File: src/rtl/ccd_tg_pkg.sv
package ccd_tg_pkg;

    typedef enum logic [3:0] {
        S_IDLE,
        S_INTEG,
        S_V1A,
        S_V2A,
        S_HOLD,
        S_XFER,
        S_SETTLE,
        S_V1B,
        S_V2B,
        S_SETUP,
        S_SHIFT
    } tg_state_e;

    function automatic int max_of(input int a, input int b);
        return (a > b) ? a : b;
    endfunction

endpackage

File: src/rtl/ccd_tg_timer.sv
module ccd_tg_timer #(
    parameter int TW = 8
) (
    input  logic          clk,
    input  logic          rst_n,
    input  logic          load,
    input  logic [TW-1:0] load_val,
    output logic          zero
);

    logic [TW-1:0] cnt_q;

    always_ff @(posedge clk) begin
        if (!rst_n)
            cnt_q <= '0;
        else if (load)
            cnt_q <= load_val;
        else if (cnt_q != '0)
            cnt_q <= cnt_q - 1'b1;
    end

    assign zero = (cnt_q == '0);

    // every timed state counts down one step per cycle
    p_timer_step_r2: assert property (@(posedge clk) disable iff (!rst_n)
        (!load && cnt_q != '0) |=> (cnt_q == $past(cnt_q) - 1'b1));

endmodule

File: src/rtl/ccd_tg_pixdiv.sv
module ccd_tg_pixdiv #(
    parameter int PIX_DIV = 4
) (
    input  logic clk,
    input  logic rst_n,
    input  logic restart,
    output logic h1,
    output logic rg,
    output logic strobe,
    output logic last
);

    localparam int PW   = (PIX_DIV > 2) ? $clog2(PIX_DIV) : 1;
    localparam int HALF = PIX_DIV / 2;

    logic [PW-1:0] ph_q;

    always_ff @(posedge clk) begin
        if (!rst_n)
            ph_q <= '0;
        else if (restart || ph_q == PW'(PIX_DIV - 1))
            ph_q <= '0;
        else
            ph_q <= ph_q + 1'b1;
    end

    assign h1     = (ph_q < PW'(HALF));
    assign rg     = (ph_q == '0);
    assign strobe = (ph_q == PW'(HALF));
    assign last   = (ph_q == PW'(PIX_DIV - 1));

    // the reset gate is a single-cycle pulse
    p_rg_single_r11: assert property (@(posedge clk) disable iff (!rst_n)
        (rg && !restart) |=> !rg);

endmodule

File: src/rtl/ccd_tg_count.sv
module ccd_tg_count #(
    parameter int W = 8
) (
    input  logic         clk,
    input  logic         rst_n,
    input  logic         clr,
    input  logic         inc,
    output logic [W-1:0] value
);

    always_ff @(posedge clk) begin
        if (!rst_n)
            value <= '0;
        else if (clr)
            value <= '0;
        else if (inc)
            value <= value + 1'b1;
    end

endmodule

File: src/rtl/ccd_readout_tg.sv
module ccd_readout_tg
    import ccd_tg_pkg::*;
#(
    parameter int PIX_PER_LINE = 4152,
    parameter int FRAME_LINES  = 6220,
    parameter int PIX_DIV      = 4,
    parameter int INT_CYC      = 1000,
    parameter int V_WIDTH      = 20,
    parameter int D_LOAD       = 5,
    parameter int D_XFER       = 30,
    parameter int D_SETTLE     = 5,
    parameter int H_SETUP      = 5
) (
    input  logic clk,
    input  logic rst_n,
    input  logic start_i,
    input  logic mode_pair_i,
    output logic busy_o,
    output logic v1_o,
    output logic v2_o,
    output logic h1a_o,
    output logic h1b_o,
    output logic h1l_o,
    output logic h2_o,
    output logic xg_o,
    output logic rg_o,
    output logic pix_a_o,
    output logic pix_b_o,
    output logic line_odd_o
);

    localparam int PAIRS = FRAME_LINES / 2;
    localparam int TMAX  = max_of(max_of(max_of(INT_CYC, V_WIDTH), max_of(D_LOAD, D_XFER)),
                                  max_of(D_SETTLE, H_SETUP));
    localparam int TW    = $clog2(TMAX + 1);
    localparam int PXW   = $clog2(PIX_PER_LINE + 1);
    localparam int LW    = $clog2(FRAME_LINES + 1);

    tg_state_e     state_q, state_n;
    logic          pair_q;
    logic          t_zero, t_load;
    logic [TW-1:0] t_val;
    logic          px_h1, px_rg, px_strobe, px_last, px_restart;
    logic [PXW-1:0] pix_cnt;
    logic [LW-1:0]  unit_cnt;
    logic          line_end, frame_end;
    logic [LW-1:0] units_m1;

    assign units_m1  = pair_q ? LW'(PAIRS - 1) : LW'(FRAME_LINES - 1);
    assign line_end  = (state_q == S_SHIFT) && px_last && (pix_cnt == PXW'(PIX_PER_LINE - 1));
    assign frame_end = line_end && (unit_cnt == units_m1);

    // state register
    always_ff @(posedge clk) begin
        if (!rst_n) begin
            state_q <= S_IDLE;
            pair_q  <= 1'b0;
        end else begin
            state_q <= state_n;
            if (state_q == S_IDLE && start_i)
                pair_q <= mode_pair_i;
        end
    end

    // next state
    always_comb begin
        state_n = state_q;
        unique case (state_q)
            S_IDLE:   if (start_i) state_n = S_INTEG;
            S_INTEG:  if (t_zero)  state_n = S_V1A;
            S_V1A:    if (t_zero)  state_n = S_V2A;
            S_V2A:    if (t_zero)  state_n = pair_q ? S_HOLD : S_SETUP;
            S_HOLD:   if (t_zero)  state_n = S_XFER;
            S_XFER:   if (t_zero)  state_n = S_SETTLE;
            S_SETTLE: if (t_zero)  state_n = S_V1B;
            S_V1B:    if (t_zero)  state_n = S_V2B;
            S_V2B:    if (t_zero)  state_n = S_SETUP;
            S_SETUP:  if (t_zero)  state_n = S_SHIFT;
            S_SHIFT:  if (line_end) state_n = frame_end ? S_IDLE : S_V1A;
            default:  state_n = S_IDLE;
        endcase
    end

    // state durations, loaded on every state change
    always_comb begin
        t_load = (state_n != state_q);
        unique case (state_n)
            S_INTEG:        t_val = TW'(INT_CYC - 1);
            S_V1A, S_V2A,
            S_V1B, S_V2B:   t_val = TW'(V_WIDTH - 1);
            S_HOLD:         t_val = TW'(D_LOAD - 1);
            S_XFER:         t_val = TW'(D_XFER - 1);
            S_SETTLE:       t_val = TW'(D_SETTLE - 1);
            S_SETUP:        t_val = TW'(H_SETUP - 1);
            default:        t_val = '0;
        endcase
    end

    assign px_restart = (state_q == S_SETUP) && t_zero;

    ccd_tg_timer #(.TW(TW)) u_timer (
        .clk      (clk),
        .rst_n    (rst_n),
        .load     (t_load),
        .load_val (t_val),
        .zero     (t_zero)
    );

    ccd_tg_pixdiv #(.PIX_DIV(PIX_DIV)) u_pixdiv (
        .clk     (clk),
        .rst_n   (rst_n),
        .restart (px_restart),
        .h1      (px_h1),
        .rg      (px_rg),
        .strobe  (px_strobe),
        .last    (px_last)
    );

    ccd_tg_count #(.W(PXW)) u_pix_cnt (
        .clk   (clk),
        .rst_n (rst_n),
        .clr   ((state_q != S_SHIFT) || line_end),
        .inc   ((state_q == S_SHIFT) && px_last),
        .value (pix_cnt)
    );

    ccd_tg_count #(.W(LW)) u_unit_cnt (
        .clk   (clk),
        .rst_n (rst_n),
        .clr   (state_q == S_IDLE),
        .inc   (line_end),
        .value (unit_cnt)
    );

    // outputs
    always_comb begin
        busy_o     = 1'b1;
        v1_o       = 1'b0;
        v2_o       = 1'b0;
        h1a_o      = 1'b1;
        h1b_o      = pair_q;
        h1l_o      = 1'b0;
        h2_o       = 1'b0;
        xg_o       = 1'b0;
        pix_a_o    = 1'b0;
        pix_b_o    = 1'b0;
        line_odd_o = 1'b0;
        unique case (state_q)
            S_IDLE: begin
                busy_o = 1'b0;
                h1a_o  = 1'b0;
                h1b_o  = 1'b0;
            end
            S_V1A, S_V1B:   v1_o = 1'b1;
            S_V2A, S_V2B:   v2_o = 1'b1;
            S_XFER: begin
                h1a_o = 1'b0;
                xg_o  = 1'b1;
            end
            S_SHIFT: begin
                h1a_o      = px_h1;
                h1b_o      = pair_q & px_h1;
                h1l_o      = px_h1;
                h2_o       = ~px_h1;
                pix_a_o    = px_strobe;
                pix_b_o    = px_strobe & pair_q;
                line_odd_o = ~pair_q & unit_cnt[0];
            end
            default: ;
        endcase
    end

    assign rg_o = px_rg;

    // vertical phases never overlap
    p_vert_excl_r4: assert property (@(posedge clk) disable iff (!rst_n)
        !(v1_o && v2_o));
    // a line is loaded only with H1A held high
    p_load_h1a_r4: assert property (@(posedge clk) disable iff (!rst_n)
        $fell(v2_o) |-> (h1a_o && $past(h1a_o)));
    // integration starts with both vertical phases low
    p_integ_low_r3: assert property (@(posedge clk) disable iff (!rst_n)
        $rose(busy_o) |-> (!v1_o && !v2_o));
    // single-line mode keeps the B path idle
    p_single_idle_b_r7: assert property (@(posedge clk) disable iff (!rst_n)
        !pair_q |-> (!xg_o && !h1b_o && !pix_b_o));
    // pixel count stays within the line
    p_pix_bound_r6: assert property (@(posedge clk) disable iff (!rst_n)
        pix_cnt < PXW'(PIX_PER_LINE));
    // strobe only where the last gate falls
    p_strobe_edge_r6: assert property (@(posedge clk) disable iff (!rst_n)
        pix_a_o |-> (!h1l_o && $past(h1l_o)));
    // a start while busy leaves the latched mode alone
    p_start_ignored_r10: assert property (@(posedge clk) disable iff (!rst_n)
        (state_q != S_IDLE && start_i) |=> $stable(pair_q));

endmodule

File: config.mk
export PLATFORM = sky130hd
export DESIGN_NAME = ccd_readout_tg
export DESIGN_NICKNAME = d
export VERILOG_FILES = /design/src/rtl/ccd_tg_pkg.sv /design/src/rtl/ccd_tg_timer.sv /design/src/rtl/ccd_tg_pixdiv.sv /design/src/rtl/ccd_tg_count.sv /design/src/rtl/ccd_readout_tg.sv
export SDC_FILE = /design/constraint.sdc
export NUM_CORES = 1
export LEC_CHECK = 0
export ABC_AREA = 1
export BUFFER_PORTS_ARGS = -buffer_cell sky130_fd_sc_hd__buf_2
export CELL_PAD_IN_SITES_DETAIL_PLACEMENT = 1
export CELL_PAD_IN_SITES_GLOBAL_PLACEMENT = 1
export CORE_AREA = 4 4 84 86
export DETAILED_ROUTE_END_ITERATION = 8
export DIE_AREA = 0 0 88 90
export PLACE_DENSITY = 0.84
export SYNTH_ARGS = -nofsm -noshare
export SYNTH_HDL_FRONTEND = slang
export SYNTH_SLANG_ARGS = --single-unit
File: constraint.sdc
create_clock -name clk -period 2.95 [get_ports clk]
set_input_delay 0.1475 -clock clk [delete_from_list [all_inputs] [get_ports clk]]
set_output_delay 0.1475 -clock clk [all_outputs]
set_load 0.005 [all_outputs]
======== Word-level counts from Yosys, hierarchy flattened ========
Memories as Yosys holds them, arrays and structs flattened.
Cells that the tools add are included.
word-level totals
  logic and storage cells ................. 80
  output and inout bits ................... 12
  bits in read-only memories .............. 160
  memories ................................ 1
  bits of input ports ..................... 4
  bits in registers ....................... 43
memory list
  name             depth  width  read ports  clocked after memory_dff  wr ports  RTL line              RTL
  (no name shown)  16     10     1           0                         0         ccd_readout_tg.sv:87  unique case (state_n)
cells by class
  reductions and logical operators ........ 18
  bitwise logic cells ..................... 6
  muxes and demuxes ....................... 28
  eq/ne operators ......................... 16
  $lt $le $gt $ge ......................... 1
  add/subtract/negate cells ............... 4
operator list
  cell                                                  number
  two-way mux 4 bit                                     12
  one-hot mux 4 bit (11 select lines)                   1
  adder 13 x 1 -> 13 bit (second input constant)        2
  two-way mux 10 bit                                    2
  equality test 4 x 3 -> 1 bit (second input constant)  4
  equality test 13 bit                                  1
  equality test 13 bit (second input constant)          1
  two-way mux 13 bit                                    1
  equality test 4 bit (second input constant)           3
  OR reduction 2 bit                                    6
  logical NOT 10 bit                                    1
  nonzero test 10 bit                                   1
  subtractor 10 x 1 -> 10 bit (second input constant)   1
  two-way mux 1 bit                                     9
  equality test 4 x 2 -> 1 bit (second input constant)  2
  logical AND 1 bit                                     5
  equality test 2 bit (second input constant)           2
  equality test 4 x 1 -> 1 bit (second input constant)  1
  logical NOT 4 bit                                     1
  inequality test 4 bit                                 1
  inequality test 4 bit (second input constant)         1
  one-hot mux 1 bit (2 select lines)                    2
  bitwise AND 1 bit                                     3
  inverter 1 bit                                        3
  6 further kinds                                       7

======== Depth between registers and ports, before layout ========
  depth after elaboration ................. 9
  gate-level depth with buffers ........... 17
  gate-level depth less buffers ........... 17

======== By module ========
Synthesis repeated with hierarchy kept, for this count alone.
unflattened totals
  cell total of the unflattened synthesis .. 468
  area total of the unflattened synthesis .. 2935.3 µm²
by module, submodules not included
  module          area an instance (µm²)  cells an instance  seq. area each (µm²)  instances
  ccd_tg_count    646.9                   90                 260.2                 2
  ccd_readout_tg  820.8                   154                100.1                 1
  ccd_tg_timer    716.9                   122                200.2                 1
  ccd_tg_pixdiv   103.8                   12                 40.0                  1

======== Worst setup path after synthesis ========
No wires, ideal clock.
  path type ............................... register -> register
  start ................................... register u_timer.cnt_q[0]
  end ..................................... register u_timer.cnt_q[2]
  data required time ...................... 2833 ps
  buffers on the path ..................... 0
  path slack .............................. 907 ps
  setup time .............................. 117 ps
  clock period less this slack ............ 2043 ps
  data arrival time ....................... 1926 ps
  cell stages (with the launch flop) ...... 16
  path through ............................ dfxtp_1 inv_1 ha_1 nand2_1 nor2_4 nand2_2 nand2_1 nor2_1 nor2_1 nand2_4 nand2_1 nand3_2 nor2_4 nand2_1 nand2_2 nor2_1
between the ends
  cells in the longest elaborated chain, start to end .. 5
  elaborated cells between the ends (all ways) .. 18
  those cells by class .................... 1 x add/sub; 1 x eq/ne; 12 x mux; 3 x reduce/logical; 1 x memory
RTL lines
  what                                                           RTL line              RTL
  from (decl)                                                    ccd_tg_timer.sv:11    logic [TW-1:0] cnt_q;
  from (signal assigned)                                         ccd_tg_timer.sv:17    cnt_q <= load_val;
  from (signal assigned)                                         ccd_tg_timer.sv:19    cnt_q <= cnt_q - 1'b1;
  logical NOT 10 bit                                             ccd_tg_timer.sv:22    assign zero = (cnt_q == '0);
  two-way mux 4 bit, or another cell as far along                ccd_readout_tg.sv:78  S_SETUP: if (t_zero) state_n = S_SHIFT;
  one-hot mux 4 bit (11 select lines)                            ccd_readout_tg.sv:68  unique case (state_q)
  memory (16 x 10 bit) or inequality test 4 bit (tied branches)  --
  two-way mux 10 bit or nonzero test 2 bit (tied branches)       --
Several ways; a longest one is shown, not always the timed one. The select of a mux whose other input is x is not followed.
A chain may end at the register's enable or synchronous reset.

======== Final worst setup path ========
  start ................................... register u_timer.cnt_q[0]
  end ..................................... register u_timer.cnt_q[6]
Same word-level chain as after synthesis.

==> results_dict.tcl <==
set metrics [dict create \
    avgRoutedWirePerCell_um 13.3 \
    grtUsageTotal_pct 17.9 \
    nNetsFinal 423 \
    peakVddDrop_mv 0.379 \
    clk_path_buf_depth 2 \
    clock_insertion_delay_worst_skew_ps 300 \
    drt-vias-per-instance 5.13 \
    diodes 0 \
    totalNegativeSetupSlack_ps 0 \
    antenna_violations_before_repair 0 \
    yosys_register_bits 43 \
    post_cts_hold_buffer_count 0 \
    hpwl_after_detailed_placement_um 5210 \
    average_size_of_a_mapped_cell_um2 6.65 \
    crit_type "flip-flop to flip-flop" \
    vias 2520 \
    dp_cells 483 \
    endpoint_kind "flip-flop" \
    numCtsBuffers 5 \
    crit_path_max_fanout 15 \
    grt-ovfl-total 0 \
    cts-resized-gates 0 \
    ioPinCount 16 \
    clock_tree_from_tritoncts "built" \
    holdWs_ps 144 \
    min_path_type "input pin to flip-flop" \
    place.gp.congestion 0.810 \
    drtPass1Iterations 4 \
    core_region_area_mm2 0.00628 \
    timing.critical_path.required_ps 3140 \
    critPathLaunchType "flip-flop" \
    die_w_um 88 \
    power_density_mw_per_mm2 603 \
    routed_wirelength_um 6550 \
    netlist_instances 394 \
    worst_slew_pin_slew_ps 534 \
    drcViolationCount 0 \
    synthDistinctLibCells 36 \
    syn_nets 404 \
    antenna_left 0 \
    most_frequent_cells_in_the_layout "sky130_fd_sc_hd__nand2_1 (87), sky130_fd_sc_hd__nor2_1 (57), sky130_fd_sc_hd__inv_1 (54)" \
    io_buffers 15 \
    timing_hold_violations_final 0 \
    placement_rows 29 \
    maxCapViolations 0 \
    whs_path_depth 3 \
    cts_num_sinks 43 \
    final_period_minus_worst_setup_slack_ps 2540 \
    postCtsSetupBuffers 0 \
    timing.max_slew.rel_slack_pct 64.3 \
    seqCellArea_um2 861 \
    run_status "completed" \
    first_global_vias 2483 \
    finalMaxSlewViolations 0 \
    leakage_nw 1.18 \
    largest_net_degree_at_the_start_of_global_routing 16 \
    grt_first_pass_wirelength_um 11600 \
    layout.cells.non_filler 491 \
    drtIter0Drc 114 \
    ratio_of_cells_with_drive_above_1_in_the_final_layout_pct 12.8 \
    grt_setup_unrepaired "no" \
    min_period_over_period_pct 86.2 \
    clock-root-buffer "sky130_fd_sc_hd__clkbuf_8" \
    clock_tree.htree_level_count 2 \
    die_outline_area_mm2 0.00792 \
    worst_r2r_path_depth 15 \
    ys_warn_count 0 \
    synth_area_mm2 0.00262 \
    synth-async-reset-ratio_pct 0 \
    fin_skew_ps 12.2 \
    area_of_the_multi_input_gates_mm2 0.00152 \
    cts.clk_slew.worst_paths_ps 90 \
    synth_enable_flop_cells 0 \
    final_common_cell "sky130_fd_sc_hd__nand2_1" \
    dieHeight_um 90 \
    crit_arrival_ps 2730 \
    layout.cell_area.non_filler_mm2 0.00286 \
    area.growth.synth_to_final_pct 9.08 \
    dominantRegCellSynth "sky130_fd_sc_hd__dfxtp_1" \
    timing.final.setup_violations 0 \
    fmaxAchievable_mhz 393 \
    cell_area_reported_after_detailed_placement_mm2 0.00277 \
    fillerInstances 843 \
    initial_utilization_pct 41.7 \
    ys_seq_area_share_pct 32.9 \
]
-- per-layer routing --
layer	wire, um	up-vias	global-route usage (%)
li1	-	1298	-
met1	3130	1192	24.1
met2	3210	24	29.4
met3	143	6	3.29
met4	69	0	3.84
met5	0	-	0
-- kinds of logic (layout without fill, tap and decap cells) --
group / Yosys count / count (layout) / synth area share, %
adders and majority gates: 6 / 6 / 2.87
xor gates and xnor gates: 10 / 10 / 3.34
buffers and inverters: 60 / 80 / 8.98
and+or+nand+nor: 220 / 220 / 40.8
AOI/OAI and AO/OA: 55 / 55 / 11.2
DFF: 43 / 43 / 32.9
-- synth_stat cells, types with 2 or more instances --
cell                       instances  area share [%]
sky130_fd_sc_hd__nor3b_1           2            0.57
sky130_fd_sc_hd__inv_2             2            0.29
sky130_fd_sc_hd__nor4_1            2            0.48
sky130_fd_sc_hd__xnor2_1           3             1.0
sky130_fd_sc_hd__a21oi_2           2            0.67
sky130_fd_sc_hd__nand4_1           4            0.96
sky130_fd_sc_hd__nand3_1          25             4.8
sky130_fd_sc_hd__o21ai_0          18             3.4
sky130_fd_sc_hd__nand2_1          87              12
sky130_fd_sc_hd__a21oi_1          32             6.1
sky130_fd_sc_hd__ha_1              6             2.9
sky130_fd_sc_hd__nand2_2           3            0.72
sky130_fd_sc_hd__nor2_2            3            0.72
sky130_fd_sc_hd__or2_2             3            0.72
sky130_fd_sc_hd__nor3_1           15             2.9
sky130_fd_sc_hd__nand3_2           4             1.5
sky130_fd_sc_hd__nor2_4            4             1.7
sky130_fd_sc_hd__dfxtp_1          43              33
sky130_fd_sc_hd__nand2_4           3             1.3
sky130_fd_sc_hd__xor2_1            7             2.3
sky130_fd_sc_hd__nor2_1           57             8.2
sky130_fd_sc_hd__inv_1            54             7.7
sky130_fd_sc_hd__clkbuf_1          2            0.29
-- state kept, by name, summed over array words and instances, names as in the netlist --
name              flops
state_q               4
pair_q                1
u_unit_cnt.value     13
u_pixdiv.ph_q         2
u_pix_cnt.value      13
u_timer.cnt_q        10
-- stage by stage --
| stage | total power [mW] | setup WS (ps) | utilization (%) |
|---|---|---|---|
| 2_1_floorplan | 1.22 | 907 | - |
| 3_3_place_gp | 1.33 | 566 | 44.1 |
| 3_5_place_dp | 1.36 | 421 | 44.1 |
| 4_1_cts | 1.73 | 401 | 45.5 |
| 5_1_grt | 1.86 | 90.9 | 45.5 |
| 6_report | 1.72 | 408 | 45.5 |
-- final cells by class --
cell class                      count  area share [%]
Inverter                           57            7.58
Clock buffer                        6            2.54
Clock inverter                      2           0.438
Multi-Input combinational cell    291            53.3
Sequential cell                    43            30.1
Timing Repair Buffer               15            2.63
Tap cell                           77            3.37
-- worst max-delay path, stage by stage, from the launching register on --
cell                      delay (ps)
sky130_fd_sc_hd__dfxtp_1         320
sky130_fd_sc_hd__inv_1            90
sky130_fd_sc_hd__ha_1            190
sky130_fd_sc_hd__nand2_1         140
sky130_fd_sc_hd__nor2_4          160
sky130_fd_sc_hd__nand2_2         130
sky130_fd_sc_hd__nand2_1         110
sky130_fd_sc_hd__nor2_1           50
sky130_fd_sc_hd__nor2_1          260
sky130_fd_sc_hd__nand2_4         110
sky130_fd_sc_hd__nand2_1          90
sky130_fd_sc_hd__nand3_2          80
sky130_fd_sc_hd__nor2_4          290
sky130_fd_sc_hd__nand2_1         170
sky130_fd_sc_hd__nand2_2         170
sky130_fd_sc_hd__a21oi_1          60
-- worst paths after layout --
path	to	slack, ps	from
setup / recovery	u_timer.cnt_q[6]	410	u_timer.cnt_q[0]
hold / removal	pair_q	140	mode_pair_i
setup reg to reg	u_timer.cnt_q[6]	410	u_timer.cnt_q[0]
hold reg to reg	u_pixdiv.ph_q[0]	460	u_pixdiv.ph_q[0]
-- power breakdown --
part / internal (mW) / switching [mW] / total [mW]
combinational: 0.231 / 0.400 / 0.631
clock: 0.166 / 0.211 / 0.377
sequential: 0.648 / 0.0663 / 0.715
(Power assumes the default switching activity.)
